**src/rtl/amc_pkg.sv**
```systemverilog
package amc_pkg;

    localparam int DIGW = 5;

    typedef enum logic [1:0] {
        MS_IDLE  = 2'd0,
        MS_ZERO  = 2'd1,
        MS_PLUS1 = 2'd2
    } mod_state_e;

    localparam logic [DIGW-1:0] CODE_ZERO = 5'b11000;

    function automatic logic [3:0] dig_value(input logic [DIGW-1:0] c);
        logic [3:0] v;
        case (c)
            5'b11000: v = 4'd0;
            5'b00011: v = 4'd1;
            5'b00101: v = 4'd2;
            5'b00110: v = 4'd3;
            5'b01001: v = 4'd4;
            5'b01010: v = 4'd5;
            5'b01100: v = 4'd6;
            5'b10001: v = 4'd7;
            5'b10010: v = 4'd8;
            5'b10100: v = 4'd9;
            default:  v = 4'd0;
        endcase
        return v;
    endfunction

    function automatic logic dig_legal(input logic [DIGW-1:0] c);
        int n;
        n = 0;
        for (int b = 0; b < DIGW; b++) begin
            if (c[b]) n++;
        end
        return (n == 2);
    endfunction

    function automatic logic [DIGW-1:0] dig_code(input logic [3:0] v);
        logic [DIGW-1:0] c;
        case (v)
            4'd0:    c = 5'b11000;
            4'd1:    c = 5'b00011;
            4'd2:    c = 5'b00101;
            4'd3:    c = 5'b00110;
            4'd4:    c = 5'b01001;
            4'd5:    c = 5'b01010;
            4'd6:    c = 5'b01100;
            4'd7:    c = 5'b10001;
            4'd8:    c = 5'b10010;
            4'd9:    c = 5'b10100;
            default: c = 5'b11000;
        endcase
        return c;
    endfunction

endpackage

```
**src/rtl/amc_latch_fsm.sv**
```systemverilog
module amc_latch_fsm
    import amc_pkg::*;
(
    input  logic clk,
    input  logic rst_n,
    input  logic set_zero_req,
    input  logic set_plus1_req,
    input  logic latch_reset,
    output logic mod_zero,
    output logic mod_plus1
);

    mod_state_e state_q, state_d;
    logic zero_only;

    assign zero_only = set_zero_req && !set_plus1_req;

    always_ff @(posedge clk) begin
        if (!rst_n) state_q <= MS_IDLE;
        else        state_q <= state_d;
    end

    always_comb begin
        state_d = state_q;
        unique case (state_q)
            MS_IDLE: begin
                if (set_plus1_req)  state_d = MS_PLUS1;  // IDLE_TO_PLUS1
                else if (zero_only) state_d = MS_ZERO;   // IDLE_TO_ZERO
            end
            MS_ZERO: begin
                if (latch_reset && !set_zero_req)
                    state_d = set_plus1_req ? MS_PLUS1 : MS_IDLE;  // ZERO_TO_PLUS1 / ZERO_TO_IDLE
            end
            MS_PLUS1: begin
                if (zero_only)                          state_d = MS_ZERO;  // PLUS1_TO_ZERO
                else if (latch_reset && !set_plus1_req) state_d = MS_IDLE;  // PLUS1_TO_IDLE
            end
            default: state_d = MS_IDLE;
        endcase
    end

    always_comb begin
        mod_zero  = (state_q == MS_ZERO);
        mod_plus1 = (state_q == MS_PLUS1);
    end

    AST_PLUS_WINS: assert property (@(posedge clk) disable iff (!rst_n)
        (set_plus1_req && !mod_zero) |=> (mod_plus1 && !mod_zero));

    AST_ZERO_RESET_BLOCKED: assert property (@(posedge clk) disable iff (!rst_n)
        (mod_zero && set_zero_req) |=> mod_zero);

    AST_ZERO_BLOCKS_PLUS: assert property (@(posedge clk) disable iff (!rst_n)
        (mod_zero && !(latch_reset && !set_zero_req)) |=> !mod_plus1);

    AST_RELEASE_IDLE: assert property (@(posedge clk) disable iff (!rst_n)
        (latch_reset && !set_zero_req && !set_plus1_req) |=> (!mod_zero && !mod_plus1));

endmodule

```
**src/rtl/amc_digit_inc.sv**
```systemverilog
module amc_digit_inc
    import amc_pkg::*;
(
    input  logic [DIGW-1:0] code_i,
    input  logic            carry_i,
    output logic [DIGW-1:0] code_o,
    output logic            carry_o,
    output logic            legal_o
);

    logic [3:0] val;

    always_comb begin
        val     = dig_value(code_i);
        legal_o = dig_legal(code_i);
        carry_o = 1'b0;
        code_o  = code_i;
        if (carry_i) begin
            if (val == 4'd9) begin
                code_o  = CODE_ZERO;
                carry_o = 1'b1;
            end else begin
                code_o = dig_code(val + 4'd1);
            end
        end
    end

endmodule

```
**src/rtl/amc_addr_modifier.sv**
```systemverilog
module amc_addr_modifier
    import amc_pkg::*;
#(
    parameter int NDIG     = 5,
    parameter int TOP_ADDR = 39999
) (
    input  logic                 clk,
    input  logic                 rst_n,
    input  logic                 set_zero_req,
    input  logic                 set_plus1_req,
    input  logic                 latch_reset,
    input  logic                 load_en,
    input  logic [NDIG*5-1:0]    load_addr,
    input  logic                 mod_strobe,
    input  logic                 to_end_mode,
    output logic [NDIG*5-1:0]    addr_out,
    output logic                 mod_zero,
    output logic                 mod_plus1,
    output logic                 digit_check,
    output logic                 addr_check
);

    localparam int AW = NDIG * DIGW;

    logic [AW-1:0]   addr_q;
    logic [AW-1:0]   addr_inc;
    logic [NDIG:0]   carry;
    logic [NDIG-1:0] legal;
    logic            all_legal;
    logic [31:0]     bin_val;
    logic            at_top;
    logic            do_mod;

    amc_latch_fsm u_fsm (
        .clk           (clk),
        .rst_n         (rst_n),
        .set_zero_req  (set_zero_req),
        .set_plus1_req (set_plus1_req),
        .latch_reset   (latch_reset),
        .mod_zero      (mod_zero),
        .mod_plus1     (mod_plus1)
    );

    assign carry[0] = 1'b1;

    for (genvar g = 0; g < NDIG; g++) begin : g_dig
        amc_digit_inc u_inc (
            .code_i  (addr_q[g*DIGW +: DIGW]),
            .carry_i (carry[g]),
            .code_o  (addr_inc[g*DIGW +: DIGW]),
            .carry_o (carry[g+1]),
            .legal_o (legal[g])
        );
    end

    always_comb begin
        bin_val = 32'd0;
        for (int i = NDIG - 1; i >= 0; i--) begin
            bin_val = bin_val * 32'd10 + {28'd0, dig_value(addr_q[i*DIGW +: DIGW])};
        end
        at_top    = (bin_val >= TOP_ADDR);
        all_legal = &legal;
        do_mod    = mod_strobe && !load_en;
    end

    always_ff @(posedge clk) begin
        if (!rst_n) begin
            addr_q      <= {NDIG{CODE_ZERO}};
            digit_check <= 1'b0;
            addr_check  <= 1'b0;
        end else begin
            if (load_en) begin
                addr_q <= load_addr;
            end else if (do_mod && mod_plus1 && all_legal) begin
                addr_q <= at_top ? {NDIG{CODE_ZERO}} : addr_inc;
            end
            if (do_mod && !all_legal)
                digit_check <= 1'b1;
            if (do_mod && mod_plus1 && all_legal && at_top && !to_end_mode)
                addr_check <= 1'b1;
        end
    end

    assign addr_out = addr_q;

    AST_LOAD_TAKES: assert property (@(posedge clk) disable iff (!rst_n)
        load_en |=> (addr_out == $past(load_addr)));

    AST_NO_PLUS_HOLDS: assert property (@(posedge clk) disable iff (!rst_n)
        (mod_strobe && !load_en && !mod_plus1) |=> $stable(addr_out));

    AST_ADDR_CHECK_STICKY: assert property (@(posedge clk) disable iff (!rst_n)
        addr_check |=> addr_check);

    AST_DIGIT_CHECK_STICKY: assert property (@(posedge clk) disable iff (!rst_n)
        digit_check |=> digit_check);

    AST_END_MODE_NO_CHECK: assert property (@(posedge clk) disable iff (!rst_n)
        (mod_strobe && to_end_mode && !addr_check) |=> !addr_check);

endmodule

```
**config.mk**
```make
export PLATFORM = sky130hd
export DESIGN_NAME = amc_addr_modifier
export DESIGN_NICKNAME = d
export VERILOG_FILES = /design/src/rtl/amc_pkg.sv /design/src/rtl/amc_latch_fsm.sv /design/src/rtl/amc_digit_inc.sv /design/src/rtl/amc_addr_modifier.sv
export SDC_FILE = /design/constraint.sdc
export NUM_CORES = 1
export LEC_CHECK = 0
export BUFFER_PORTS_ARGS = -buffer_cell sky130_fd_sc_hd__buf_2
export CORE_MARGIN = 3
export CORE_UTILIZATION = 60
export CTS_CLUSTER_SIZE = 25
export DETAILED_ROUTE_END_ITERATION = 8
export PLACE_DENSITY = 0.87
export SLEW_MARGIN = 15
export SYNTH_ARGS = -nofsm -noshare
export SYNTH_HDL_FRONTEND = slang
export SYNTH_SLANG_ARGS = --single-unit
```
**constraint.sdc**
```tcl
create_clock -name clk -period 13.13 [get_ports clk]
set_input_delay 3.2825 -clock clk [delete_from_list [all_inputs] [get_ports clk]]
set_output_delay 3.2825 -clock clk [all_outputs]
set_load 0.02 [all_outputs]
```
-- After elaboration in Yosys (flattened, before gate mapping)
Memory sizes are Yosys's and may differ from the RTL's. A register that Yosys moved wholly into a read port is not among the register bits.
Index checks and enable logic that the tools add are counted.
- memories: 15
- word-level logic and storage cells: 169
- bits in read-only memories: 1680
- output and inout bits: 29
- register bits after elaboration: 29
- memory bits (writable): 0
- bits of input ports: 33
- latch bits: 0
- memories (name ; words ; width ; rd ports ; clocked after memory_dff ; write ports ; line ; text):
    (no name shown) ; 32 ; 4 ; 1 ; 1 ; 0 ; amc_pkg.sv:15 ; case (c)
    (no name shown) ; 32 ; 4 ; 1 ; 1 ; 0 ; amc_pkg.sv:15 ;
    (no name shown) ; 32 ; 4 ; 1 ; 1 ; 0 ; amc_pkg.sv:15 ;
    (no name shown) ; 32 ; 4 ; 1 ; 1 ; 0 ; amc_pkg.sv:15 ;
    (no name shown) ; 32 ; 4 ; 1 ; 1 ; 0 ; amc_pkg.sv:15 ;
    (no name shown) ; 32 ; 4 ; 1 ; 1 ; 0 ; amc_pkg.sv:15 ;
    9 more memories ; n/a ; n/a ; n/a ; n/a ; n/a ; n/a ;
- div/mod/pow operators: 0
- $mul: 4
- reduce and logical (&&, ||, !) cells: 26
- shifts and indexed selects: 0
- bitwise logic cells: 0
- equality and inequality tests: 15
- multiplexer cells: 71
- add/sub/neg operators: 29
- order comparisons: 1
- operators by type and width (operator ; number):
    $mux W32 ; 20
    $add A32 B2 Y32 const B ; 15
    $eq A32 B3 Y1 const B ; 5
    $mux W5 ; 29
    $mux W25 ; 3
    $add A23 B4 Y24 ; 1
    $ge A24 B16 Y1 const B ; 1
    $mul A19 B3 Y22 const B ; 1
    $add A4 B1 Y4 const B ; 5
    $eq A4 B4 Y1 const B ; 5
    $add A18 B4 Y19 ; 1
    $mul A14 B3 Y17 const B ; 1
    $add A13 B4 Y14 ; 1
    $mul A9 B3 Y12 const B ; 1
    $mux W1 ; 12
    $mux W2 ; 6
    $reduce_bool A3 Y1 ; 4
    $add A1 B1 Y2 const B ; 5
    $add A8 B4 Y9 ; 1
    $logic_and A1 B1 Y1 ; 9
    $reduce_and A2 Y1 ; 4
    $mul A4 B3 Y7 const B ; 1
    $pmux W2 S3 ; 1
    $logic_not A1 Y1 ; 5
    9 further kinds ; 9

-- Logic depth before layout (Yosys ltp)
- depth after elaboration: 16
- gate-level depth with buffers: 47
- gate-level depth less buffers: 45

-- Cells and area by module
Synthesis repeated with hierarchy kept, for this count alone.
- cell total of the unflattened synthesis: 1199
- area, all modules: 9651.8 um2
- by module, submodules not included (module ; seq. area each (um2) ; instances ; area each (um2) ; cells each):
    amc_addr_modifier ; 940.9 ; 1 ; 6102.1 ; 772
    amc_digit_inc (g_dig[0].u_inc ...) ; 0.0 ; 4 ; 683.2 ; 82
    amc_digit_inc (g_dig[4].u_inc) ; 0.0 ; 1 ; 703.2 ; 87
    amc_latch_fsm ; 40.0 ; 1 ; 113.9 ; 12

-- Worst setup path after synthesis
No wires, ideal clock.
- kind: register -> register
- from: register g_dig[4].u_inc.val[1] (netlist name)
- to: register g_dig[2].u_inc.val[1] (netlist name)
- setup time: 155 ps
- setup slack: 3804 ps
- buffers on the path: 3
- period minus slack after synthesis: 9326 ps
- data required time: 12975 ps
- arrival: 9171 ps
- stages on the path, launching flop included: 42
- cells stage by stage: dfxtp_1 ha_1 ha_1 fa_1 xnor2_1 or3b_2 xor2_1 ha_1 ha_1 xnor2_1 nand2_1 nor2_1 xor2_1 ha_1 ha_1 nor2b_1 o21ai_0 nand2b_1 (+6 left out) ha_1 a21oi_1 nand2_1 o41ai_1 o21ai_0 xor2_1 a2111o_1 a21oi_1 or4_1 buf_2 buf_4 buf_2 o2bb2a_1 o32ai_1 inv_1 ha_1 mux2i_1 o32ai_1

==> flow_summary.html <==
<table>
<tr><th>Metric</th><th>Value</th></tr>
<tr><th colspan="2">Floorplanning</th></tr>
<tr><td>Number of placement rows</td><td>41</td></tr>
<tr><td>Die height</td><td>122 um</td></tr>
<tr><td>Floorplan die area</td><td>14800 um2</td></tr>
<tr><td>Core area</td><td>12800 um2</td></tr>
<tr><td>Top Ports</td><td>62</td></tr>
<tr><td>Initial Utilization</td><td>0.625</td></tr>
<tr><td>X dimension of the die</td><td>122 um</td></tr>
<tr><th colspan="2">STA</th></tr>
<tr><td>Final hold vios</td><td>0</td></tr>
<tr><td>Clock skew after layout</td><td>0.00272 ns</td></tr>
<tr><td>Total Negative Setup Slacks</td><td>0 ns</td></tr>
<tr><td>Worst slew margin relative to its limit</td><td>0.471</td></tr>
<tr><td>Final Max Slew Viols</td><td>0</td></tr>
<tr><td>Maximum achievable frequency</td><td>95.5 MHz</td></tr>
<tr><td>RSZ-0062 raised after global routing</td><td>false</td></tr>
<tr><td>Least setup slack across all paths after layout</td><td>2.66 ns</td></tr>
<tr><td>Final period utilization</td><td>0.797</td></tr>
<tr><td>Worst-margin pin slew</td><td>0.791 ns</td></tr>
<tr><td>Tightest hold margin</td><td>0.484 ns</td></tr>
<tr><td>Minimum period implied by the final worst setup slack</td><td>10.47 ns</td></tr>
<tr><td>Setup violation total in the final timing report</td><td>0</td></tr>
<tr><th colspan="2">Place</th></tr>
<tr><td>Post-Place Setup Slack</td><td>2.72 ns</td></tr>
<tr><td>Count of input and output buffers</td><td>61</td></tr>
<tr><td>Final weighted congestion in routability-driven placement</td><td>0.954</td></tr>
<tr><td>Dpl cells</td><td>1228</td></tr>
<tr><td>Half-perimeter wire length after placement</td><td>14.8 mm</td></tr>
<tr><th colspan="2">Cells and area</th></tr>
<tr><td>Most used cells in the layout excluding fill and tap cells</td><td>146 x sky130_fd_sc_hd__ha_1, 87 x sky130_fd_sc_hd__inv_1, 80 x sky130_fd_sc_hd__nand2_1</td></tr>
<tr><td>Synthesis-to-finish area growth</td><td>7.40%</td></tr>
<tr><td>Antenna Diode Count</td><td>0</td></tr>
<tr><td>Share of final-layout standard cells stronger than drive strength 1</td><td>0.0959</td></tr>
<tr><td>Nets@finish</td><td>1250</td></tr>
<tr><td>Count of fill cells added during filler insertion</td><td>1079</td></tr>
<tr><td>Count of placed standard cells in the final layout, fillers left out</td><td>1236</td></tr>
<tr><td>Commonest non-fill, non-tap cell in the layout</td><td>sky130_fd_sc_hd__ha_1</td></tr>
<tr><th colspan="2">Global route</th></tr>
<tr><td>GRT Overall Usage</td><td>0.254</td></tr>
<tr><td>Met1 Use GR</td><td>0.345</td></tr>
<tr><td>First-pass GRT wire length</td><td>31.9 mm</td></tr>
<tr><td>Via count of the first global-routing pass</td><td>7055</td></tr>
<tr><td>Global route total overflow</td><td>0</td></tr>
<tr><td>Met3 Resource Use GR</td><td>0.0209</td></tr>
<tr><td>Met2 track utilization from global routing</td><td>0.435</td></tr>
<tr><td>Maximum number of pins on one net before global-route repair</td><td>36</td></tr>
<tr><td>Antenna violations before repair</td><td>0</td></tr>
<tr><td>Busiest layer in global routing</td><td>met2</td></tr>
<tr><th colspan="2">Synthesis</th></tr>
<tr><td>Count of mapped cells out of synthesis</td><td>1021</td></tr>
<tr><td>Count of flip-flops with a built-in enable after synthesis</td><td>0</td></tr>
<tr><td>Largest family of logic cells by synthesized area</td><td>compound AO/OA/AOI/OAI gates</td></tr>
<tr><td>Synth Cell Area</td><td>8010 um2</td></tr>
<tr><td>Leading area contributor after synthesis</td><td>sky130_fd_sc_hd__ha_1</td></tr>
<tr><td>Parity-gate share of the synthesized area counting xor and xnor cells</td><td>0.0940</td></tr>
<tr><td>Top cells by area, synth</td><td>sky130_fd_sc_hd__ha_1 23%, sky130_fd_sc_hd__dfxtp_1 12%, sky130_fd_sc_hd__xnor2_1 5.1%</td></tr>
<tr><td>Yosys top cell area share</td><td>0.228</td></tr>
<tr><td>Synth Area in Compound Gates</td><td>0.254</td></tr>
<tr><td>Mean instance size in the synthesized netlist</td><td>7.85 um2</td></tr>
<tr><td>Post-synth cell types</td><td>91</td></tr>
<tr><td>Top FF cell, synth</td><td>sky130_fd_sc_hd__dfxtp_1</td></tr>
<tr><td>Simple-gate portion of the synthesized area</td><td>0.199</td></tr>
<tr><td>Synth Register Bits</td><td>49</td></tr>
<tr><td>Ys Warns</td><td>0</td></tr>
<tr><td>Mux share of post-synthesis cell area</td><td>0.0241</td></tr>
<tr><td>Post-synthesis async set-or-reset flop share</td><td>0</td></tr>
<tr><td>Share of synthesized cell area in full adder, half adder and majority cells</td><td>0.248</td></tr>
<tr><td>Sequential cell area fraction in the yosys report</td><td>0.122</td></tr>
<tr><th colspan="2">Power</th></tr>
<tr><td>Worst VDD drop</td><td>0.0000736 V</td></tr>
<tr><td>Combinational share of power</td><td>0.524</td></tr>
<tr><td>Proportion of power drawn by flip-flops and latches</td><td>0.250</td></tr>
<tr><td>Internal</td><td>394 uW</td></tr>
<tr><td>Overall power</td><td>680 uW</td></tr>
<tr><td>Switching part of the total power</td><td>0.421</td></tr>
<tr><td>Switching pwr</td><td>286 uW</td></tr>
<tr><td>Lkg Pwr</td><td>4.04 nW</td></tr>
<tr><td>Proportion of power drawn by the clock network</td><td>0.225</td></tr>
<tr><td>Total power density per cell area</td><td>79.1 nW/um2</td></tr>
<tr><th colspan="2">Critical path</th></tr>
<tr><td>Type of the setup path with the least slack</td><td>flip-flop to flip-flop</td></tr>
<tr><td>Critical path arrival</td><td>10.67 ns</td></tr>
<tr><td>Maximum fanout count along the critical path</td><td>32</td></tr>
<tr><td>Highest cell delay on the worst timing path</td><td>0.69 ns</td></tr>
<tr><td>Kind of end point of the critical path</td><td>flip-flop</td></tr>
<tr><td>Most prevalent standard cell on the critical path</td><td>sky130_fd_sc_hd__ha_1</td></tr>
<tr><td>Startpoint type of the worst setup path</td><td>flip-flop</td></tr>
<tr><td>Max stage delay cell, worst path</td><td>sky130_fd_sc_hd__o32ai_1</td></tr>
<tr><td>Worst Path Required</td><td>13.34 ns</td></tr>
<tr><td>Number of cell instances on the worst register-to-register path</td><td>39</td></tr>
<tr><th colspan="2">Clock network</th></tr>
<tr><td>Resized cells post-CTS</td><td>0</td></tr>
<tr><td>Clock tree from TritonCTS</td><td>built</td></tr>
<tr><td>CTS buffer count</td><td>5</td></tr>
<tr><td>Clock-pin transition on the worst setup and hold timing paths</td><td>0.06 ns</td></tr>
<tr><td>Clock Sinks</td><td>49</td></tr>
<tr><td>H-tree depth reported by CTS</td><td>2</td></tr>
<tr><td>Deepest clock path buffer count</td><td>2</td></tr>
<tr><td>Clock insertion delay at the later pin of the skew report</td><td>0.29 ns</td></tr>
<tr><td>Number of buffers inserted by hold repair at cts</td><td>0</td></tr>
<tr><td>Setup repair bufs after CTS</td><td>0</td></tr>
<tr><td>Cell chosen for the clock root</td><td>sky130_fd_sc_hd__clkbuf_16</td></tr>
<tr><th colspan="2">Job</th></tr>
<tr><td>Maximum capacitance violations</td><td>0</td></tr>
<tr><th colspan="2">Route</th></tr>
<tr><td>Total iterations of the first detailed-routing run</td><td>5</td></tr>
<tr><td>Avg WL per Cell</td><td>15.1 um</td></tr>
<tr><td>Routed wire length</td><td>18.6 mm</td></tr>
<tr><td>Post-DR vias/cell</td><td>6.10</td></tr>
<tr><td>ANT nets after route</td><td>0</td></tr>
<tr><td>DRC violation count after routing</td><td>0</td></tr>
<tr><td>Routed vias</td><td>7544</td></tr>
<tr><td>Iteration-0 DRC count of the detailed router</td><td>577</td></tr>
<tr><th colspan="2">Worst hold path</th></tr>
<tr><td>Type of the tightest min-delay check</td><td>flip-flop to flip-flop</td></tr>
<tr><td>Number of cells on the worst hold path</td><td>2</td></tr>
<tr><th colspan="2">Outcome</th></tr>
<tr><td>Run status</td><td>finished, final reports clean</td></tr>
</table>
[metal layers]
| layer | vias up | wire, um |
|---|---|---|
| met3 | 26 | 962 |
| met5 | - | 0 |
| met1 | 3481 | 8560 |
| met4 | 0 | 343 |
| li1 | 3810 | - |
| met2 | 227 | 8760 |
[flip-flops by register name (all words and copies together) (netlist names)]
register         flops
digit_check          1
addr_out            25
g_dig.u_inc.val     20
addr_check           1
u_fsm.state_q        2
[power by group through the flow]
stage	sequential, mW	combinational [mW]	clock [mW]
finish	0.170	0.357	0.153
global route	0.172	0.403	0.159
CTS	0.170	0.353	0.154
detailed placement	0.173	0.350	0
global placement	0.173	0.342	0
floorplan	0.175	0.276	0
[critical path: cells and delay by family (launching register included)]
family                     cells  cell delay, ns
DFF                            1            0.50
and+or+nand+nor               14            3.16
AOI/OAI and AO/OA              5            1.53
buffers and inverters          2            0.37
adders and majority gates     10            3.17
muxes                          1            0.07
xor gates and xnor gates       7            1.60
[worst paths after layout]
path                                          from                             to  slack, ns
hold reg to reg           digit_check$_SDFFE_PN0P_       digit_check$_SDFFE_PN0P_       0.48
setup / recovery  g_dig[4].u_inc.val[3]$_SDFF_PP0_  g_dig[2].u_inc.val[1]$_DFF_P_       2.66
hold / removal            digit_check$_SDFFE_PN0P_       digit_check$_SDFFE_PN0P_       0.48
setup reg to reg  g_dig[4].u_inc.val[3]$_SDFF_PP0_  g_dig[2].u_inc.val[1]$_DFF_P_       2.66
[final cells by class]
class                           count  area (um2)  area share
Timing Repair Buffer               63         320      0.0372
Multi-Input combinational cell    854        6580       0.764
Clock buffer                        7         143      0.0166
Tap cell                          172         215      0.0250
Inverter                           90         338      0.0393
Clock inverter                      1        30.0     0.00349
Sequential cell                    49         981       0.114
[through the flow]
step | cell area, um2 | utilization
after floorplan | 8020 | -
after global placement | 8430 | 0.657
after detailed placement | 8430 | 0.657
after CTS | 8600 | 0.671
after global routing | 8600 | 0.671
final | 8600 | 0.671
[cells in the mapped netlist, types with 7 or more instances]
cell type,number
sky130_fd_sc_hd__o22ai_1,12
sky130_fd_sc_hd__o31a_1,7
sky130_fd_sc_hd__mux2i_1,17
sky130_fd_sc_hd__o21bai_1,10
sky130_fd_sc_hd__o32ai_1,12
sky130_fd_sc_hd__nor2b_1,19
sky130_fd_sc_hd__inv_1,87
sky130_fd_sc_hd__nor3_1,24
sky130_fd_sc_hd__nor4_1,9
sky130_fd_sc_hd__nor3b_1,9
sky130_fd_sc_hd__a22oi_1,7
sky130_fd_sc_hd__ha_1,146
sky130_fd_sc_hd__fa_1,8
sky130_fd_sc_hd__buf_2,9
sky130_fd_sc_hd__and3_1,10
sky130_fd_sc_hd__o21ai_0,43
sky130_fd_sc_hd__a211oi_1,10
sky130_fd_sc_hd__nand4_1,8
sky130_fd_sc_hd__a21oi_1,72
sky130_fd_sc_hd__nand3_1,35
sky130_fd_sc_hd__a31oi_1,9
sky130_fd_sc_hd__clkbuf_1,18
sky130_fd_sc_hd__xor2_1,39
sky130_fd_sc_hd__dfxtp_1,49
sky130_fd_sc_hd__nand2_1,80
sky130_fd_sc_hd__nor2_1,58
sky130_fd_sc_hd__o21a_1,7
sky130_fd_sc_hd__nand2b_1,15
sky130_fd_sc_hd__a21o_1,19
sky130_fd_sc_hd__xnor2_1,47
[logic make-up after synthesis]
kind of cell | Yosys count
XOR/XNOR | 86
flip-flops | 49
other | 1
AO/OA/AOI/OAI | 284
adder cells (fa/ha/maj) | 154
buffers and inverters | 119
multiplexers | 19
AND/OR/NAND/NOR | 309
(Power assumes the default switching activity.)
